**config.mk**
```make
export PLATFORM = sky130hd
export DESIGN_NAME = mac_dsp_core
export DESIGN_NICKNAME = d
export VERILOG_FILES = /design/src/rtl/mac_dsp_pkg.sv /design/src/rtl/mac_dsp_reg.sv /design/src/rtl/mac_dsp_mac.sv /design/src/rtl/mac_dsp_datapath.sv /design/src/rtl/mac_dsp_ctrl.sv /design/src/rtl/mac_dsp_core.sv
export SDC_FILE = /design/constraint.sdc
export NUM_CORES = 1
export LEC_CHECK = 0
export ABC_AREA = 1
export CAP_MARGIN = 20
export CELL_PAD_IN_SITES_DETAIL_PLACEMENT = 0
export CELL_PAD_IN_SITES_GLOBAL_PLACEMENT = 2
export CORE_ASPECT_RATIO = 1.25
export CORE_MARGIN = 5
export CORE_UTILIZATION = 39
export CTS_BUF_LIST = sky130_fd_sc_hd__clkbuf_8
export DETAILED_ROUTE_END_ITERATION = 12
export GPL_TIMING_DRIVEN = 0
export PLACE_DENSITY_LB_ADDON = 0.1
export RECOVER_POWER = 50
export SYNTH_ARGS = -nofsm -noshare
export SYNTH_HDL_FRONTEND = slang
export SYNTH_SLANG_ARGS = --single-unit
```
**constraint.sdc**
```tcl
create_clock -name clk -period 15.12 [get_ports clk]
set_input_delay 4.536 -clock clk [delete_from_list [all_inputs] [get_ports clk]]
set_output_delay 4.536 -clock clk [all_outputs]
set_load 0.02 [all_outputs]
```
**src/rtl/mac_dsp_pkg.sv**
```systemverilog
package mac_dsp_pkg;
  localparam int OPC_W = 4;

  localparam logic [OPC_W-1:0] OP_LDX  = 4'd0;
  localparam logic [OPC_W-1:0] OP_LDY  = 4'd1;
  localparam logic [OPC_W-1:0] OP_LDZ  = 4'd2;
  localparam logic [OPC_W-1:0] OP_MAC  = 4'd3;
  localparam logic [OPC_W-1:0] OP_STX  = 4'd4;
  localparam logic [OPC_W-1:0] OP_JMP  = 4'd5;

  typedef enum logic [3:0] {
    S_F_ADDR, S_F_WAIT, S_F_LOAD, S_F_IR,
    S_O_ADDR, S_O_WAIT, S_O_LOAD, S_EXEC,
    S_M_WAIT, S_M_LOAD, S_M_DST,
    S_ST_BUF, S_ST_WR, S_MACC, S_HALT
  } state_t;

  // one enable or select per datapath register
  typedef struct packed {
    logic pc_ld;
    logic pc_sel;   // 0: incrementer, 1: bus
    logic ir_ld;
    logic x_ld;
    logic x_sel;    // 0: bus, 1: mac result
    logic y_ld;
    logic z_ld;
    logic mar_ld;
    logic mar_sel;  // 0: pc, 1: bus
    logic mbr_ld;
    logic mbr_sel;  // 0: memory data, 1: X
    logic mbr_en;   // place mbr on bus
  } ctrl_t;
endpackage

```
**src/rtl/mac_dsp_reg.sv**
```systemverilog
module mac_dsp_reg #(
  parameter int W = 16
) (
  input  logic         clk,
  input  logic         rst,
  input  logic         ld,
  input  logic         sel,
  input  logic [W-1:0] d0,
  input  logic [W-1:0] d1,
  output logic [W-1:0] q
);
  always_ff @(posedge clk) begin
    if (rst)     q <= '0;
    else if (ld) q <= sel ? d1 : d0;
  end
endmodule

```
**src/rtl/mac_dsp_mac.sv**
```systemverilog
module mac_dsp_mac #(
  parameter int W = 16
) (
  input  logic [W-1:0] acc,
  input  logic [W-1:0] mul_a,
  input  logic [W-1:0] mul_b,
  output logic [W-1:0] res
);
  // W-bit context: the sum wraps modulo 2^W
  assign res = acc + mul_a * mul_b;
endmodule

```
**src/rtl/mac_dsp_datapath.sv**
```systemverilog
module mac_dsp_datapath
  import mac_dsp_pkg::*;
#(
  parameter int DATA_W = 16,
  parameter int ADDR_W = 8
) (
  input  logic              clk,
  input  logic              rst,
  input  ctrl_t             ctl,
  input  logic [DATA_W-1:0] mem_rdata,
  output logic [ADDR_W-1:0] mem_addr,
  output logic [DATA_W-1:0] mem_wdata,
  output logic [OPC_W-1:0]  ir_op,
  output logic [OPC_W-1:0]  mbr_op
);
  localparam int N_OPND = 2;

  logic [DATA_W-1:0] bus, x_q, mbr_q, mac_res;
  logic [ADDR_W-1:0] pc_q, mar_q;
  logic [DATA_W-1:0] opnd_q [N_OPND];
  logic [N_OPND-1:0] opnd_ld;

  assign bus     = ctl.mbr_en ? mbr_q : '0;
  assign opnd_ld = {ctl.z_ld, ctl.y_ld};

  mac_dsp_reg #(.W(ADDR_W)) u_pc (
    .clk(clk), .rst(rst), .ld(ctl.pc_ld), .sel(ctl.pc_sel),
    .d0(pc_q + ADDR_W'(1)), .d1(bus[ADDR_W-1:0]), .q(pc_q));

  mac_dsp_reg #(.W(OPC_W)) u_ir (
    .clk(clk), .rst(rst), .ld(ctl.ir_ld), .sel(1'b0),
    .d0(bus[OPC_W-1:0]), .d1(bus[OPC_W-1:0]), .q(ir_op));

  mac_dsp_reg #(.W(DATA_W)) u_x (
    .clk(clk), .rst(rst), .ld(ctl.x_ld), .sel(ctl.x_sel),
    .d0(bus), .d1(mac_res), .q(x_q));

  for (genvar g = 0; g < N_OPND; g++) begin : g_opnd
    mac_dsp_reg #(.W(DATA_W)) u_opnd (
      .clk(clk), .rst(rst), .ld(opnd_ld[g]), .sel(1'b0),
      .d0(bus), .d1(bus), .q(opnd_q[g]));
  end

  mac_dsp_reg #(.W(ADDR_W)) u_mar (
    .clk(clk), .rst(rst), .ld(ctl.mar_ld), .sel(ctl.mar_sel),
    .d0(pc_q), .d1(bus[ADDR_W-1:0]), .q(mar_q));

  mac_dsp_reg #(.W(DATA_W)) u_mbr (
    .clk(clk), .rst(rst), .ld(ctl.mbr_ld), .sel(ctl.mbr_sel),
    .d0(mem_rdata), .d1(x_q), .q(mbr_q));

  mac_dsp_mac #(.W(DATA_W)) u_mac (
    .acc(x_q), .mul_a(opnd_q[0]), .mul_b(opnd_q[1]), .res(mac_res));

  assign mem_addr  = mar_q;
  assign mem_wdata = mbr_q;
  assign mbr_op    = mbr_q[OPC_W-1:0];
endmodule

```
**src/rtl/mac_dsp_ctrl.sv**
```systemverilog
module mac_dsp_ctrl
  import mac_dsp_pkg::*;
(
  input  logic             clk,
  input  logic             rst,
  input  logic [OPC_W-1:0] ir_op,
  input  logic [OPC_W-1:0] mbr_op,
  output ctrl_t            ctl,
  output logic             mem_we,
  output logic             halted
);
  state_t state_q, nxt;

  always_comb begin
    ctl = '0;
    nxt = state_q;
    case (state_q)
      S_F_ADDR: begin ctl.mar_ld = 1'b1; nxt = S_F_WAIT; end
      S_F_WAIT: begin ctl.pc_ld  = 1'b1; nxt = S_F_LOAD; end
      S_F_LOAD: begin ctl.mbr_ld = 1'b1; nxt = S_F_IR;   end
      S_F_IR: begin
        ctl.ir_ld  = 1'b1;
        ctl.mbr_en = 1'b1;
        case (mbr_op)
          OP_MAC:                                  nxt = S_MACC;
          OP_LDX, OP_LDY, OP_LDZ, OP_STX, OP_JMP:  nxt = S_O_ADDR;
          default:                                 nxt = S_HALT;
        endcase
      end
      S_O_ADDR: begin ctl.mar_ld = 1'b1; nxt = S_O_WAIT; end
      S_O_WAIT: begin ctl.pc_ld  = 1'b1; nxt = S_O_LOAD; end
      S_O_LOAD: begin ctl.mbr_ld = 1'b1; nxt = S_EXEC;   end
      S_EXEC: begin
        ctl.mbr_en = 1'b1;
        case (ir_op)
          OP_LDX: begin ctl.x_ld = 1'b1; nxt = S_F_ADDR; end
          OP_LDY, OP_LDZ: begin
            ctl.mar_ld = 1'b1; ctl.mar_sel = 1'b1; nxt = S_M_WAIT;
          end
          OP_STX: begin
            ctl.mar_ld = 1'b1; ctl.mar_sel = 1'b1; nxt = S_ST_BUF;
          end
          OP_JMP: begin
            ctl.pc_ld = 1'b1; ctl.pc_sel = 1'b1; nxt = S_F_ADDR;
          end
          default: nxt = S_HALT;
        endcase
      end
      S_M_WAIT: nxt = S_M_LOAD;
      S_M_LOAD: begin ctl.mbr_ld = 1'b1; nxt = S_M_DST; end
      S_M_DST: begin
        ctl.mbr_en = 1'b1;
        ctl.y_ld   = (ir_op == OP_LDY);
        ctl.z_ld   = (ir_op == OP_LDZ);
        nxt        = S_F_ADDR;
      end
      S_ST_BUF: begin ctl.mbr_ld = 1'b1; ctl.mbr_sel = 1'b1; nxt = S_ST_WR; end
      S_ST_WR:  nxt = S_F_ADDR;
      S_MACC:   begin ctl.x_ld = 1'b1; ctl.x_sel = 1'b1; nxt = S_F_ADDR; end
      S_HALT:   nxt = S_HALT;
      default:  nxt = S_HALT;
    endcase
  end

  always_ff @(posedge clk) begin
    if (rst) begin
      state_q <= S_F_ADDR;
      mem_we  <= 1'b0;
      halted  <= 1'b0;
    end else begin
      state_q <= nxt;
      mem_we  <= (nxt == S_ST_WR);
      halted  <= (nxt == S_HALT);
    end
  end
endmodule

```
**src/rtl/mac_dsp_core.sv**
```systemverilog
module mac_dsp_core
  import mac_dsp_pkg::*;
#(
  parameter int DATA_W = 16,
  parameter int ADDR_W = 8
) (
  input  logic              clk,
  input  logic              rst,
  output logic [ADDR_W-1:0] mem_addr,
  input  logic [DATA_W-1:0] mem_rdata,
  output logic [DATA_W-1:0] mem_wdata,
  output logic              mem_we,
  output logic              halted
);
  ctrl_t            ctl;
  logic [OPC_W-1:0] ir_op, mbr_op;

  mac_dsp_ctrl u_ctrl (
    .clk(clk), .rst(rst), .ir_op(ir_op), .mbr_op(mbr_op),
    .ctl(ctl), .mem_we(mem_we), .halted(halted));

  mac_dsp_datapath #(.DATA_W(DATA_W), .ADDR_W(ADDR_W)) u_dp (
    .clk(clk), .rst(rst), .ctl(ctl), .mem_rdata(mem_rdata),
    .mem_addr(mem_addr), .mem_wdata(mem_wdata),
    .ir_op(ir_op), .mbr_op(mbr_op));
endmodule

```
; Yosys cells after proc, flatten, opt, wreduce, memory -nomap -nowiden
; Cells that the tools add are included.
[totals]
register_bits = 90
input_bits = 18
memories = 0
mem_bits_ro = 0
mem_bits_rw = 0
latchBits = 0
elab_cells = 71
out_inout_bits = 26
[op_classes]
n_mux = 22
n_eq_ne = 24
n_reduce_logical = 12
n_lt_le_gt_ge = 0
n_addsub = 2
mul = 1
bitwise_logic = 0
div_mod_pow = 0
shifts = 0
[op_table]
columns = operator, count
row1 = $mux 16, 3
row2 = $pmux 4 s12, 1
row3 = $eq 4x3->1 const B, 8
row4 = $eq 4x4->1 const B, 8
row5 = $eq 4x2->1 const B, 5
row6 = $add 16x16->16, 1
row7 = $mul 16x16->16, 1
row8 = $mux 8, 2
row9 = $eq 4x1->1 const B, 3
row10 = $logic_not 4->1, 3
row11 = $pmux 4 s3, 1
row12 = $reduce_or 3->1, 3
row13 = $add 8x1->8 const B, 1
row14 = $mux 1, 8
row15 = $pmux 4 s2, 1
row16 = $reduce_or 2->1, 4
row17 = $mux 2, 3
row18 = $pmux 1 s2, 3
row19 = $reduce_or 5->1, 1
row20 = $reduce_or 4->1, 1

; Longest topological paths before layout
; Gate-level depths: netlist (run 1).
[depth]
depth_word = 5
ltp_mapped = 28
ltp_nobuf = 26

; Hierarchy
; From an unflattened synthesis (run 1), not the netlist that was laid out.
[unflattened]
hier_cells = 1594
hier_area_um2 = 10298.6
[modules_own_cells]
columns = mod, seq_area_each_um2, cells_per_inst, area_per_inst_um2, instances
row1 = mac_dsp_mac, 0.0, 703, 4827.1, 1
row2 = mac_dsp_reg at u_dp.g_opnd[0].u_opnd ..., 320.3, 137, 882.1, 4
row3 = mac_dsp_reg at u_dp.u_mar ..., 160.2, 69, 442.9, 2
row4 = mac_dsp_ctrl, 120.1, 104, 550.5, 1
row5 = mac_dsp_datapath, 0.0, 67, 301.5, 1
row6 = mac_dsp_reg at u_dp.u_ir, 80.1, 34, 205.2, 1

; Worst setup path before layout (run 1)
; Ideal clock, no wire load.
[synth_timing]
path_kind = input to register
from = in rst
to = reg u_dp.u_mbr.q[3]
setup_ns = 0.138
slack_ns = 9.658
t_arrival_ns = 5.324
required_ns = 14.982
path_buffers = 2
cell_stages = 5
cell_sequence = clkbuf_1 -> clkinv_1 -> clkbuf_1 -> o21ai_0 -> a211oi_1
[synth_lines]
columns = element, line_no
row1 = from (decl), mac_dsp_core.sv:8  ; input logic rst,
row2 = to (signal assigned), mac_dsp_reg.sv:14  ; else if (ld) q <= sel ? d1 : d0;
row3 = to (decl), mac_dsp_reg.sv:10  ; output logic [W-1:0] q

; Worst setup path after layout (run 1)
[layout_timing]
from = reg u_dp.g_opnd[1].u_opnd.q[2]
to = reg u_dp.u_x.q[15]
[layout_via]
elab_chain_cells = 3
[layout_rtl]
columns = element, line_no
row1 = from (decl), mac_dsp_reg.sv:10
row2 = from (signal assigned), mac_dsp_reg.sv:14
row3 = $mul 16x16->16, mac_dsp_mac.sv:10  ; assign res = acc + mul_a * mul_b;
row4 = $add 16x16->16, mac_dsp_mac.sv:10
row5 = $mux 16, mac_dsp_reg.sv:14
row6 = to (signal assigned), mac_dsp_reg.sv:14
row7 = to (decl), mac_dsp_reg.sv:10
; No other way between the ends.
; A chain may end at the register's enable or synchronous reset.

==> out/qor.yml, run 1 <==
timing:
  slew_violations: 0
  hold-worst-slack_ps: 489
  fin_crit_sh: 0.423
  setup_tns_ps: 0
  worst_pin_slew_ps: 784
  max_freq_ghz: 0.156
  hold_viol: 0
  setup_ws_ps: 8720
  rsz0062_at_grt: "false"
  relSlewSlack: 0.478
  clock_skew_ps: 17.2
  period_minus_slack_ps: 6400
  setup_violations: 0
placed_design:
  placed_cell_area_sq_um: 9490
  dp_cells: 1544
  io_buffers: 42
  hpwlAfterDp_microns: 23100
  gp_congestion: 0.850
  pre_cts_slack_ps: 8750
finish:
  fill_cells: 2410
  antenna_cells: 0
  drive_gt1_frac: 0.0603
  fin_nets: 1437
  area_growth_pct: 11.3
  layoutNonFillerInstCount: 1560
  finish.utilization: 0.438
  design_area_sq_um: 9700
clocking:
  cts.sinks: 90
  cts_post_setup_buffers_inserted: 0
  cts_max_path_buffers: 2
  cts_resized: 0
  cts_max_level: 3
  clockRootBuffer: "clkbuf_8"
  hold_buffers: 0
  cts_buffers: 9
  path_clk_slew_ps: 120
  cts_tree: "built"
  clk_latency_ps: 370
worst_setup_path:
  crit_chain: "clkbuf_1 > nand2_1 > fa_1 > fa_1 > inv_1 > fa_1 > fa_1 > fa_1 > inv_1 > fa_1 > inv_1 > ha_1 > inv_1 > o21ai_0 > nor2_1 > nand3_1 > nand2_1 > nand2_1 > a21o_1 > nand3_1 > nand3_1 > nand2_1 > a21oi_2"
  start_kind: "flip-flop"
  r2r_end: "u_dp.u_x.q[15]"
  crit_required_ps: 15360
  cp_max_fo: 10
  crit_path_top_delay_cell: "dfxtp_1"
  r2r_slack_ps: 8720
  cpMostUsedCell: "fa_1"
  crit_type: "flip-flop to flip-flop"
  worst_path_largest_cell_delay_ps: 590
  r2r-start: "u_dp.g_opnd[1].u_opnd.q[2]"
  cp.arrival_ps: 6640
  end_kind: "flip-flop"
  rr_worst_depth: 23
route:
  avgViaCountPerCell: 4.96
  routedWlPerCell_microns: 17.9
  drt_iter0_markers: 357
  wl_microns: 28000
  drt_drc_violations_left: 0
  dr.pass1.iters: 7
  drtAntennaViolNets: 0
  route.vias.total: 7730
synth:
  synthArstFlopShare: 0
  seq_area_frac_synth: 0.207
  synth_flop_cell: "dfxtp_1"
  synthesis.instances: 1219
  synthTopCellsByArea: "fa_1, dfxtp_1, inv_1, nand2_1, ha_1"
  netlist_area_sq_um: 8710
  synth_top_area_frac: 0.216
  ys_top_cells_by_count: "inv_1, nand2_1, fa_1, dfxtp_1, a21oi_1"
  ys_ff_latch: 90
  synth_largest_area_cell: "fa_1"
  ys_warn_count: 0
  synth_nets: 1384
  syn-mean-instance-area_sq_um: 7.15
  synth_cell_type_count: 43
  synth_edf_count: 0
  synth_most_common_cell: "inv_1"
grt:
  antenna_found_initial: 0
  grt_first_pass_wirelength_microns: 44300
  grt_busiest_layer: "met2"
  grt.met2_usage: 0.417
  grt_overflow: 0
  grtUsageMet1: 0.285
  first_global_vias: 7907
  grt_start_max_net_pins: 19
  grt_usage: 0.229
  grtUsageMet3: 0.0216
hold_path:
  hold_start: "u_dp.u_x.q[11]"
  holdPathStages: 2
  min_to: "u_dp.u_x.q[11]"
  hp-class: "flip-flop to flip-flop"
floorplan:
  start_util: 0.394
  die_y_microns: 177
  io_pins: 44
  dieWidth_microns: 144
  num_rows: 61
  dieArea_sq_um: 25400
  core_sq_um: 22100
power_and_ir_drop:
  leakagePower_nw: 4.91
  total_power_mw: 0.490
  vdd_ir_drop_max_mv: 0.0549
  cellPowerDensity_nw_per_um2: 50.5
job:
  cap_violations: 0
outcome:
  outcome: "completed"
[flip-flops by register name (all words and copies together), names as in the netlist]
register	count
u_dp.u_mar.q	8
u_ctrl.mem_we	1
u_dp.u_pc.q	8
u_dp.g_opnd.u_opnd.q	32
u_ctrl.halted	1
u_ctrl.state_q	4
u_dp.u_mbr.q	16
u_dp.u_x.q	16
u_dp.u_ir.q	4
[metal layers]
metal / vias to the layer above / share of wire
li1: 3803 / -
met1: 3739 / 0.42
met2: 154 / 0.52
met3: 34 / 0.025
met4: 0 / 0.027
met5: - / 0
[report_power, final]
group	switching (mW)	internal (mW)	total [mW]	leakage, nW
sequential	0.00611	0.243	0.249	0.728
combinational	0.0369	0.0198	0.0567	4.08
clock	0.103	0.0813	0.184	0.106
[how the worst max path moves through the flow]
stage,from,end,slack (ps),depth (start not counted)
after floorplan,rst,u_dp.u_mbr.q[3],9660,5
after global placement,u_dp.g_opnd[1].u_opnd.q[2],u_dp.u_x.q[15],8740,23
after detailed placement,u_dp.g_opnd[1].u_opnd.q[2],u_dp.u_x.q[15],8750,23
after CTS,u_dp.g_opnd[1].u_opnd.q[2],u_dp.u_x.q[15],8700,23
after global routing,u_dp.g_opnd[1].u_opnd.q[2],u_dp.u_x.q[15],8390,23
final,u_dp.g_opnd[1].u_opnd.q[2],u_dp.u_x.q[15],8720,23
[logic make-up after synthesis]
kind of cell,share of synthesized area
flops,0.207
buf+inv,0.165
compound gates,0.122
xor+xnor,0.00804
simple gates,0.206
fa+ha+maj,0.292
[critical path: cells and delay by family (launching register included)]
kind                     cells  cell delay (ps)
adder cells (fa/ha/maj)      7             3420
AND/OR/NAND/NOR              8             1020
buffers and inverters        5              860
flip-flops                   1              590
AO/OA/AOI/OAI                3              350
[layout by cell type, fill, tap and decap left out, types with 6 or more instances in the layout]
cell type,n
a211oi_1,20
a21oi_1,60
a31oi_1,19
buf_2,8
buf_4,12
clkbuf_1,24
clkbuf_8,9
clkdlybuf4s50_1,42
dfxtp_1,90
fa_1,94
ha_1,53
inv_1,301
inv_2,9
nand2_1,286
nand2_2,6
nand3_1,44
nor2_1,59
o21ai_0,69
o21ai_1,8
[area by class of cell]
| cell class | count | area, sq um | area share |
|---|---|---|---|
| plain buffers | 50 | 263 | 0.0271 |
| clock buffers | 9 | 124 | 0.0128 |
| clock inverters | 7 | 88.8 | 0.00916 |
| inverters | 313 | 1180 | 0.121 |
| multi-input cells | 766 | 5470 | 0.564 |
| flip-flops and latches | 90 | 1800 | 0.186 |
| well taps | 283 | 354 | 0.0365 |
| repair buffers | 42 | 420 | 0.0433 |
Power figures use the tool's default switching activity.
==> run 2, diff against run 1 <==
- CORE_UTILIZATION: 39 -> 37
- clock period: 15.12 -> 6 ns (I/O delays scaled with it)
==> run 2 against run 1 <==
First-iteration DRC count shrank 23%. Register-to-register slack lost 8400 ps. Wire length shrank 1.3%. Maximum frequency grew 12%. Via count shrank 2.2%. Combinational power grew to 2.6 times the previous value. Flip-flop and latch count is the same.
==> out/qor.yml, run 2 (synthesis gave the netlist of run 1 again) <==
outcome:
  outcome: "completed"
floorplan:
  die_y_microns: 182  # +2.5%
  start_util: 0.377  # -0.0167
  num_rows: 62  # +1.6%
  dieWidth_microns: 147  # +2.5%
  io_pins: 44  # unchanged
  core_sq_um: 23100  # +4.4%
  dieArea_sq_um: 26700  # +5.1%
grt:
  grt_start_max_net_pins: 19  # unchanged
  first_global_vias: 7980  # +0.92%
  antenna_found_initial: 0  # unchanged
  grt_first_pass_wirelength_microns: 43900  # -0.98%
  grt_usage: 0.212  # -0.0168
  grt_overflow: 0  # unchanged
worst_setup_path:
  start_kind: "flip-flop"
  crit_required_ps: 6250  # -9110 ps
  end_kind: "flip-flop"
  cp.arrival_ps: 5940  # -700 ps
  rr_worst_depth: 25  # +8.7%
  cp_max_fo: 10  # unchanged
  crit_type: "flip-flop to flip-flop"
hold_path:
  holdPathStages: 2  # unchanged
  hp-class: "flip-flop to flip-flop"
clocking:
  clk_latency_ps: 380  # about the same
  cts.sinks: 90  # unchanged
  path_clk_slew_ps: 110  # about the same
  cts_max_path_buffers: 2  # unchanged
  cts_tree: "built"
  clockRootBuffer: "clkbuf_8"
  cts_max_level: 3  # unchanged
  cts_post_setup_buffers_inserted: 0  # unchanged
  cts_buffers: 9  # unchanged
placed_design:
  placed_cell_area_sq_um: 9490  # about the same
  hpwlAfterDp_microns: 22800  # -1.4%
  io_buffers: 42  # unchanged
  dp_cells: 1549  # +0.32%
  gp_congestion: 0.842  # -1.0%
  pre_cts_slack_ps: -232  # -8980 ps
finish:
  largest_register_ffs: 32  # unchanged
  area_growth_pct: 11.4  # about the same
  layoutNonFillerInstCount: 1563  # +0.19%
  layout_common_cells: "inv_1, nand2_1, fa_1"
  drive_gt1_frac: 0.0745  # +0.0142
  largest_registers: "u_dp.g_opnd.u_opnd.q: 32 flops, u_dp.u_mbr.q: 16 flops, u_dp.u_x.q: 16 flops"
  antenna_cells: 0  # unchanged
  finish.utilization: 0.420  # -0.0183
  fin_nets: 1435  # -0.14%
  final_common_cell: "inv_1"
  design_area_sq_um: 9710  # about the same
  max_flop_register: "u_dp.g_opnd.u_opnd.q"
route:
  wl_microns: 27600  # -1.3%
  drt_drc_violations_left: 0  # unchanged
  dr_wl_met3_microns: 791  # +12%
  drtAntennaViolNets: 0  # unchanged
  dr.pass1.iters: 5  # -2
  drt_iter0_markers: 275  # -23%
  wl_met1_microns: 12000  # +1.3%
  met2_length_microns: 14100  # -4.0%
  routedWlPerCell_microns: 17.7  # -1.5%
  route.vias.total: 7562  # -2.2%
  top_layer: "met4"
  avgViaCountPerCell: 4.84  # -2.4%
timing:
  setup_ws_ps: 309  # -8410 ps
  relSlewSlack: 0.383  # -0.0944
  slew_violations: 0  # unchanged
  max_freq_ghz: 0.176  # +12%
  fin_crit_sh: 0.949  # +0.525
  period_minus_slack_ps: 5690  # -706 ps
  setup_violations: 0  # unchanged
  clock_skew_ps: 17.8  # +0.588 ps
  worst_pin_slew_ps: 922  # +138 ps
  rsz0062_at_grt: "false"
  hold_viol: 0  # unchanged
power_and_ir_drop:
  leakagePower_nw: 4.94  # +0.65%
  p_comb_frac: 0.122  # +0.006
  swShare: 0.308  # +0.0104
  internal-power_mw: 0.820  # +140%
  cellPowerDensity_nw_per_um2: 122  # +140%
  pwr-share-seq: 0.528  # +0.020
  clkPwrFrac: 0.350  # -0.026
  power.switching_mw: 0.366  # +150%
  vdd_ir_drop_max_mv: 0.117  # +110%
job:
  cap_violations: 0  # unchanged
-- run 2: cell types whose count changed in the layout (fill, tap and decap cells not counted), moves of 2 or more --
| cell | change |
|---|---|
| dfxtp_1 | -5 |
| clkbuf_1 | -13 |
| o21ai_0 | +3 |
| inv_8 | -2 |
| buf_2 | +4 |
| dfxtp_2 | +4 |
| clkbuf_4 | +3 |
| clkbuf_2 | +4 |
| clkinv_2 | +2 |
| o21ai_1 | -3 |
-- run 2: path summary, 6_finish.rpt --
path | startpoint | to | slack [ps]
worst min-delay path | u_dp.u_mar.q[2] | u_dp.u_mar.q[2] | 490
worst min register to register | u_dp.u_mar.q[2] | u_dp.u_mar.q[2] | 490
worst max register to register | u_dp.g_opnd[1].u_opnd.q[4] | u_dp.u_x.q[15] | 310
worst max-delay path | u_dp.g_opnd[1].u_opnd.q[4] | u_dp.u_x.q[15] | 310
-- run 2: final cells by class --
| cell class | instances | area [sq um] |
|---|---|---|
| clock buffers | 9 | 124 |
| fillers | 2510 | 13400 |
| repair buffers | 42 | 420 |
| clock inverters | 7 | 62.6 |
| multi-input cells | 766 | 5480 |
| inverters | 313 | 1180 |
| plain buffers | 48 | 277 |
| flip-flops and latches | 90 | 1810 |
| well taps | 288 | 360 |
-- run 2: power groups by stage --
stage	combinational [mW]	sequential [mW]	clock (mW)
3_3_place_gp	0.145	0.641	0
5_1_grt	0.157	0.628	0.452
4_1_cts	0.146	0.627	0.426
3_5_place_dp	0.145	0.640	0
6_report	0.145	0.626	0.415
2_1_floorplan	0.0666	0.648	0
-- run 2: routing by layer --
metal  GRT usage  vias up
li1            -     3784
met1       0.262     3600
met4      0.0645        0
met2       0.388      143
met5           0        -
met3      0.0209       35
-- run 2: what timing repair did --
action | CTS | global route
hold buffers | 0 | 0
gates resized for setup | 8 | 25
setup endpoints to repair | 2 | 3
-- run 2: worst max-delay path, cell delays in order (launching register included) --
cell     delay (ps)
dfxtp_1         380
buf_2           230
nand2_1         100
inv_1            50
fa_1            540
inv_1            50
fa_1            470
inv_1            60
fa_1            480
fa_1            520
fa_1            570
inv_1            70
fa_1            480
inv_1            40
ha_1            300
inv_1           120
o21ai_0         100
nor2_1          150
nand3_1         100
nand2_1         110
nand2_2         120
a21o_1          180
nand3_1          80
nand3_1         100
nand2_1         120
a21oi_2          50
-- run 2: per-stage QoR --
stage | setup TNS (ps) | hold WS, ps | power (mW)
floorplan | 0 | 453 | 0.715
global placement | -395 | 472 | 0.786
detailed placement | -385 | 469 | 0.785
CTS | 0 | 492 | 1.20
global route | 0 | 522 | 1.24
finish | 0 | 489 | 1.19
